`src/rtl/cmdq_pkg.sv`:
```
package cmdq_pkg;
    localparam int TBL_DEPTH = 64;
    localparam int IDX_W     = $clog2(TBL_DEPTH);
    localparam int ADDR_W    = IDX_W + 1;
    localparam int REG_W     = 16;
    localparam int NUM_Q     = 2;

    typedef struct packed {
        logic       pause;
        logic [1:0] samp;
        logic [6:0] chan;
    } cmd_word_t;

    localparam int CMD_W = $bits(cmd_word_t);

    typedef enum logic {
        Q_ONE = 1'b0,
        Q_TWO = 1'b1
    } qsel_t;

    function automatic logic [REG_W-1:0] pack_ptrs(
        input logic [IDX_W-1:0] p1,
        input logic [IDX_W-1:0] p2
    );
        return {2'b00, p1, 2'b00, p2};
    endfunction

    function automatic logic [REG_W-1:0] pack_act(
        input logic [NUM_Q-1:0] act,
        input logic [IDX_W-1:0] fptr
    );
        return {6'b0, act[0], act[1], 2'b00, fptr};
    endfunction
endpackage

```
`src/rtl/cmdq_table.sv`:
```
module cmdq_table
    import cmdq_pkg::*;
#(
    parameter int DEPTH = TBL_DEPTH,
    parameter int W     = CMD_W,
    localparam int AW   = $clog2(DEPTH)
) (
    input  logic          clk,
    input  logic          rst,
    input  logic          wr_en,
    input  logic [AW-1:0] wr_idx,
    input  logic [W-1:0]  wr_data,
    input  logic [AW-1:0] rd_idx,
    output logic [W-1:0]  rd_data,
    input  logic          fetch_vld,
    input  logic [AW-1:0] fetch_idx,
    output logic [W-1:0]  fetch_data
);
    logic [W-1:0] mem [DEPTH];

    always_ff @(posedge clk) begin
        if (wr_en) begin
            mem[wr_idx] <= wr_data;
        end
    end

    // Registered fetch: read-before-write on a same-cycle collision
    always_ff @(posedge clk) begin
        if (rst) begin
            fetch_data <= '0;
        end else if (fetch_vld) begin
            fetch_data <= mem[fetch_idx];
        end
    end

    assign rd_data = mem[rd_idx];
endmodule

```
`src/rtl/cmdq_track.sv`:
```
module cmdq_track
    import cmdq_pkg::*;
#(
    parameter int AW = IDX_W,
    parameter int NQ = NUM_Q
) (
    input  logic          clk,
    input  logic          rst,
    input  logic          stop,
    input  logic          freeze,
    input  logic          fetch_vld,
    input  logic          fetch_q,
    input  logic [AW-1:0] fetch_idx,
    input  logic [AW-1:0] q2_begin,
    input  logic          res_vld,
    input  logic          res_q,
    input  logic [AW-1:0] res_idx,
    input  logic          done_vld,
    input  logic          done_q,
    output logic [AW-1:0] cwp [NQ],
    output logic [NQ-1:0] q_active,
    output logic [AW-1:0] fetch_ptr
);
    logic          clear;
    logic          advance;
    logic          q1_boundary;
    logic [NQ-1:0] act_nxt;

    assign clear   = rst || stop;
    assign advance = !freeze;
    assign q1_boundary = fetch_vld && (qsel_t'(fetch_q) == Q_ONE) && (fetch_idx == q2_begin);

    // Per-queue completion pointers, moved only by that queue's result write
    for (genvar g = 0; g < NQ; g++) begin : g_cwp
        always_ff @(posedge clk) begin
            if (clear) begin
                cwp[g] <= '1;
            end else if (advance && res_vld && (int'(res_q) == g)) begin
                cwp[g] <= res_idx;
            end
        end
    end

    always_comb begin
        act_nxt = q_active;
        if (q1_boundary) begin
            act_nxt[Q_ONE] = 1'b0;
        end else if (fetch_vld) begin
            act_nxt[fetch_q] = 1'b1;
        end
        if (done_vld) begin
            act_nxt[done_q] = 1'b0;
        end
    end

    always_ff @(posedge clk) begin
        if (clear) begin
            q_active  <= '0;
            fetch_ptr <= '0;
        end else if (advance) begin
            q_active <= act_nxt;
            if (fetch_vld) begin
                fetch_ptr <= fetch_idx;
            end
        end
    end
endmodule

```
`src/rtl/cmdq_regs.sv`:
```
module cmdq_regs
    import cmdq_pkg::*;
#(
    parameter int AW  = IDX_W,
    parameter int ADW = ADDR_W,
    parameter int W   = CMD_W,
    parameter int RW  = REG_W
) (
    input  logic           sw_wr,
    input  logic [ADW-1:0] sw_addr,
    input  logic [RW-1:0]  sw_wdata,
    input  logic [W-1:0]   tbl_word,
    input  logic [AW-1:0]  cwp_q1,
    input  logic [AW-1:0]  cwp_q2,
    input  logic [1:0]     q_active,
    input  logic [AW-1:0]  fetch_ptr,
    output logic           tbl_wr,
    output logic [AW-1:0]  tbl_idx,
    output logic [W-1:0]   tbl_wdata,
    output logic [RW-1:0]  sw_rdata
);
    localparam logic [ADW-1:0] STAT_ADDR = ADW'(1 << AW);
    localparam logic [ADW-1:0] ACT_ADDR  = STAT_ADDR + ADW'(1);

    logic tbl_hit;

    assign tbl_hit   = !sw_addr[ADW-1];
    assign tbl_idx   = sw_addr[AW-1:0];
    assign tbl_wr    = sw_wr && tbl_hit;
    assign tbl_wdata = sw_wdata[W-1:0];

    always_comb begin
        sw_rdata = '0;
        if (tbl_hit) begin
            sw_rdata[W-1:0] = tbl_word;
        end else if (sw_addr == STAT_ADDR) begin
            sw_rdata = pack_ptrs(cwp_q1, cwp_q2);
        end else if (sw_addr == ACT_ADDR) begin
            sw_rdata = pack_act(q_active, fetch_ptr);
        end
    end
endmodule

```
`src/rtl/conv_cmd_table.sv`:
```
module conv_cmd_table
    import cmdq_pkg::*;
#(
    parameter int DEPTH = TBL_DEPTH,
    localparam int AW   = $clog2(DEPTH),
    localparam int ADW  = AW + 1
) (
    input  logic              clk,
    input  logic              rst,
    input  logic              sw_wr,
    input  logic [ADW-1:0]    sw_addr,
    input  logic [REG_W-1:0]  sw_wdata,
    output logic [REG_W-1:0]  sw_rdata,
    input  logic              fetch_vld,
    input  logic              fetch_q,
    input  logic [AW-1:0]     fetch_idx,
    output logic [CMD_W-1:0]  fetch_data,
    input  logic [AW-1:0]     q2_begin,
    input  logic              res_vld,
    input  logic              res_q,
    input  logic [AW-1:0]     res_idx,
    input  logic              done_vld,
    input  logic              done_q,
    input  logic              stop,
    input  logic              freeze,
    output logic [AW-1:0]     cwp_q1,
    output logic [AW-1:0]     cwp_q2,
    output logic [NUM_Q-1:0]  q_active,
    output logic [AW-1:0]     fetch_ptr
);
    logic             tbl_wr;
    logic [AW-1:0]    tbl_idx;
    logic [CMD_W-1:0] tbl_wdata;
    logic [CMD_W-1:0] tbl_word;
    logic [AW-1:0]    cwp [NUM_Q];

    cmdq_regs #(.AW(AW), .ADW(ADW), .W(CMD_W), .RW(REG_W)) u_regs (
        .sw_wr     (sw_wr),
        .sw_addr   (sw_addr),
        .sw_wdata  (sw_wdata),
        .tbl_word  (tbl_word),
        .cwp_q1    (cwp_q1),
        .cwp_q2    (cwp_q2),
        .q_active  (q_active),
        .fetch_ptr (fetch_ptr),
        .tbl_wr    (tbl_wr),
        .tbl_idx   (tbl_idx),
        .tbl_wdata (tbl_wdata),
        .sw_rdata  (sw_rdata)
    );

    cmdq_table #(.DEPTH(DEPTH), .W(CMD_W)) u_table (
        .clk        (clk),
        .rst        (rst),
        .wr_en      (tbl_wr),
        .wr_idx     (tbl_idx),
        .wr_data    (tbl_wdata),
        .rd_idx     (tbl_idx),
        .rd_data    (tbl_word),
        .fetch_vld  (fetch_vld),
        .fetch_idx  (fetch_idx),
        .fetch_data (fetch_data)
    );

    cmdq_track #(.AW(AW), .NQ(NUM_Q)) u_track (
        .clk       (clk),
        .rst       (rst),
        .stop      (stop),
        .freeze    (freeze),
        .fetch_vld (fetch_vld),
        .fetch_q   (fetch_q),
        .fetch_idx (fetch_idx),
        .q2_begin  (q2_begin),
        .res_vld   (res_vld),
        .res_q     (res_q),
        .res_idx   (res_idx),
        .done_vld  (done_vld),
        .done_q    (done_q),
        .cwp       (cwp),
        .q_active  (q_active),
        .fetch_ptr (fetch_ptr)
    );

    assign cwp_q1 = cwp[0];
    assign cwp_q2 = cwp[1];
endmodule

```
`config.mk`:
```
export PLATFORM = sky130hd
export DESIGN_NAME = conv_cmd_table
export DESIGN_NICKNAME = d
export VERILOG_FILES = /design/src/rtl/cmdq_pkg.sv /design/src/rtl/cmdq_table.sv /design/src/rtl/cmdq_track.sv /design/src/rtl/cmdq_regs.sv /design/src/rtl/conv_cmd_table.sv
export SDC_FILE = /design/constraint.sdc
export NUM_CORES = 1
export LEC_CHECK = 0
export BUFFER_PORTS_ARGS = -buffer_cell sky130_fd_sc_hd__buf_2
export CAP_MARGIN = 0
export CORE_MARGIN = 2
export CORE_UTILIZATION = 40
export CTS_BUF_LIST = sky130_fd_sc_hd__clkbuf_4 sky130_fd_sc_hd__clkbuf_8
export CTS_CLUSTER_SIZE = 14
export DETAILED_ROUTE_END_ITERATION = 16
export PLACE_DENSITY_LB_ADDON = 0.25
export SYNTH_ARGS = -nofsm -noshare
export SYNTH_HDL_FRONTEND = slang
export SYNTH_SLANG_ARGS = --single-unit
export TNS_END_PERCENT = 30
```
`constraint.sdc`:
```
create_clock -name clk -period 4.9 [get_ports clk]
set_clock_uncertainty 0.2 [all_clocks]
set_input_delay 0.98 -clock clk [delete_from_list [all_inputs] [get_ports clk]]
set_output_delay 0.98 -clock clk [all_outputs]
set_load 0.005 [all_outputs]
```
==> out/metrics.csv <==
stage;metric;value;unit
synth;synth-edff-count;640;
route;vias;22400;
floorplan;die_h;285;um
final_layout;final_nets;2357;
synth;synth_mux_area_frac;0.181;
synth;synthXorXnorAreaFrac;0.00167;
sta;hold_violations;0;
synth;syn_area;31500;um^2
power_and_ir_drop;p_total;12.5;mW
setup_path;cp-start-kind;input port;
setup_path;criticalPathCategory;in -> out;
sta;period_needed;4.94;ns
final_layout;multi_input_area;10900;um^2
floorplan;die_w;285;um
route;via_per_inst;6.51;
final_layout;utilization;0.472;
run;maxCapViolCount;0;
synth;synth_cell_types;63;
floorplan;initial_core_util;0.406;
floorplan;coreArea;77700;um^2
global_routing;grt.total_usage;0.281;
global_routing;overflow;0;
route;routed_wl;116000;um
synth;yosysTopAreaCellShare;0.610;
synth;synthTopCellsByArea;edfxtp_1 (61%), mux4_2 (8.9%), mux2i_1 (6.6%);
route;drtIter0Drc;3128;
route;ant_nets;0;
setup_path;crit_chain;buf_6 > buf_12 > mux2_2 > a221oi_1 > nor2_1 > a311oi_1 > o21ai_0 > o31a_1 > buf_2;
global_routing;antenna_found_initial;9;
placement;place_congestion;0.958;
sta;setup_ws;-0.0430;ns
synth;synth-adder-area-share;0;
status;status;complete, but fails checks;
setup_path;cp_max_fo;36;
global_routing;grt_pass1_wl;162000;um
synth;yosys_warnings;0;
clock_tree;clkTransAtPathRegs;0.05;ns
setup_path;r2r-start;u_table.mem[38][0]$_DFFE_PP_;
clock_tree;clock-sinks;670;
final_layout;area_growth_syn_to_layout;16.4;%
floorplan;rows;102;
synth;ys_seq_area_frac;0.629;
min_path;hp-class;in -> reg;
clock_tree;cts-buffers-inserted;110;
setup_path;required;3.72;ns
placement;dp_slack;0.0872;ns
route;drc_errors;0;
status;violations;setup timing;
synth;synth_top_area_cell;edfxtp_1;
sta;worstMarginPinSlew;1.29;ns
synth;synth_top_family_by_area;multiplexers;
placement;portBuffers;89;
final_layout;layout-drive-gt1-share;0.293;
setup_path;reg2reg_slack;2.39;ns
clock_tree;h-tree-depth;3;
setup_path;crit_path_end_kind;output port;
setup_path;r2r_end;u_table.fetch_data[0]$_SDFFE_PP0P_;
sta;final-setup-viol-count;1;
clock_tree;cts_tree;built;
clock_tree;clock_path_buffers;3;
setup_path;critPathCapture;sw_rdata[5];
synth;synth_area_per_cell;15.3;um^2
synth;ys_ff_latch;670;
setup_path;rr_worst_depth;5;
route;drt_first_pass_iters;6;
power_and_ir_drop;ir_worst_vdd;0.000204;V
floorplan;dieArea;81100;um^2
placement;dpl.hpwl;77500;um
route;wl_per_cell;33.8;um
final_layout;final-seq-area;19800;um^2
sta;fin_crit_sh;1.01;
final_layout;fillers;6703;
synth;syn_inst;2057;
synth;synth_most_common_cell;edfxtp_1;
global_routing;grt_max_degree;68;
sta;max_clock_freq;202;MHz
sta;slew_viol_final;0;
setup_path;arrival;3.76;ns
sta;relSlewSlack;0.138;
sta;rsz0062_at_grt;false;
setup_path;slowest_delay;0.52;ns
synth;synth-simple-area-share;0.0525;
synth;synth_compound_area_frac;0.107;
floorplan;io_pins;98;
clock_tree;clk_latency;0.76;ns
synth;async_flop_share;0;
synth;synth_common_cells;edfxtp_1 (640), mux2i_1 (208), a22oi_1 (136);
setup_path;worstSetupStartpoint;sw_addr[2];
setup_path;crit_path_top_delay_cell;a311oi_1;
synth;synth_flop_cell;edfxtp_1;
power_and_ir_drop;power_density;342;nW/um^2
clock_tree;root_buffer;clkbuf_8;
global_routing;grt_pass1_vias;21500;
power_and_ir_drop;p_leak;12.5;nW
==> where the power goes <==
| part | total, mW | internal (mW) | switching (mW) |
|---|---|---|---|
| logic | 1.28 | 0.451 | 0.832 |
| registers | 6.32 | 6.30 | 0.0183 |
| clock network | 4.94 | 2.62 | 2.32 |
| total | 12.5 | 9.37 | 3.17 |
==> worst min-delay path by stage <==
stage,to,cells after the start,start
floorplan,u_track.fetch_ptr[0]$_SDFFE_PP0P_,2,u_track.fetch_ptr[0]$_SDFFE_PP0P_
global placement,u_track.fetch_ptr[0]$_SDFFE_PP0P_,2,u_track.fetch_ptr[0]$_SDFFE_PP0P_
detailed placement,u_track.fetch_ptr[4]$_SDFFE_PP0P_,2,u_track.fetch_ptr[4]$_SDFFE_PP0P_
CTS,u_track.q_active[1]$_SDFFE_PP0N_,2,done_vld
global route,u_track.q_active[1]$_SDFFE_PP0N_,2,done_vld
finish,u_track.cwp[1]$_SDFFE_PP1P_,3,res_idx[1]
==> worst max-delay path: cells and delay by family <==
family | cells | cell delay [ns]
AOI/OAI and AO/OA | 4 | 1.44
buffers and inverters | 3 | 0.81
muxes | 1 | 0.36
and+or+nand+nor | 1 | 0.08
==> sequential cells by signal (all words and copies together) (netlist names) <==
| register | cells |
|---|---|
| u_table.fetch_data | 10 |
| u_table.mem | 640 |
| u_track.cwp | 12 |
| u_track.fetch_ptr | 6 |
| u_track.q_active | 2 |
==> cell type report <==
class | instances | share of cell area
clock inverter | 72 | 0.0131
antenna | 3 | 0.000205
clock buffer | 134 | 0.0465
sequential | 670 | 0.540
timing repair buffer | 310 | 0.0675
multi-input combinational | 1209 | 0.296
inverter | 4 | 0.000409
tap | 1040 | 0.0355
==> placed cells by master (no fill, tap or decap), types with 7 or more instances in the layout <==
cell,count
and2_1,10
nand2_1,60
buf_4,195
clkinv_2,24
nor2b_1,43
mux2_2,64
nor3b_1,14
a221o_1,22
a31oi_1,7
buf_12,27
dfxtp_1,30
mux2i_1,208
edfxtp_1,640
o22ai_1,27
clkbuf_4,22
clkinv_1,36
o21ai_0,41
a22o_1,7
a21oi_1,84
clkbuf_8,113
a22oi_1,136
nand3_1,46
mux4_2,125
buf_2,84
nand4_1,22
a221oi_1,86
nor2_1,101
==> per-stage QoR <==
stage               TNS (ns)  hold WS (ns)  instances  area, um^2
finish               -0.0430         0.262       3442       36700
global route               0         0.258       3440       36700
CTS                        0         0.222       3433       36600
detailed placement         0         0.268       3227       34400
global placement           0         0.266       3227       34400
floorplan                  0         0.265       2058       31500
==> cells by family after synthesis <==
group                     after synthesis
other                                   1
muxes                                 405
AOI/OAI and AO/OA                     461
and+or+nand+nor                       335
DFF                                   670
xor gates and xnor gates                6
buffers and inverters                 179
==> per-layer routing <==
| metal | wire length (um) | part of all wire | GRT usage | up-vias |
|---|---|---|---|---|
| li1 | - | - | - | 8997 |
| met1 | 45400 | 0.39 | 0.387 | 11500 |
| met2 | 50600 | 0.44 | 0.415 | 1684 |
| met3 | 15000 | 0.13 | 0.0801 | 264 |
| met4 | 5120 | 0.044 | 0.121 | 8 |
| met5 | 55 | 0.00047 | 0 | - |
==> what timing repair did <==
action | 4_1_cts | 5_1_grt
hold buffers | 0 | 0
buffers inserted | 0 | 6
endpoints found under the setup margin | 0 | 2
gates resized for setup | 0 | 1
(Power assumes the default switching activity.)
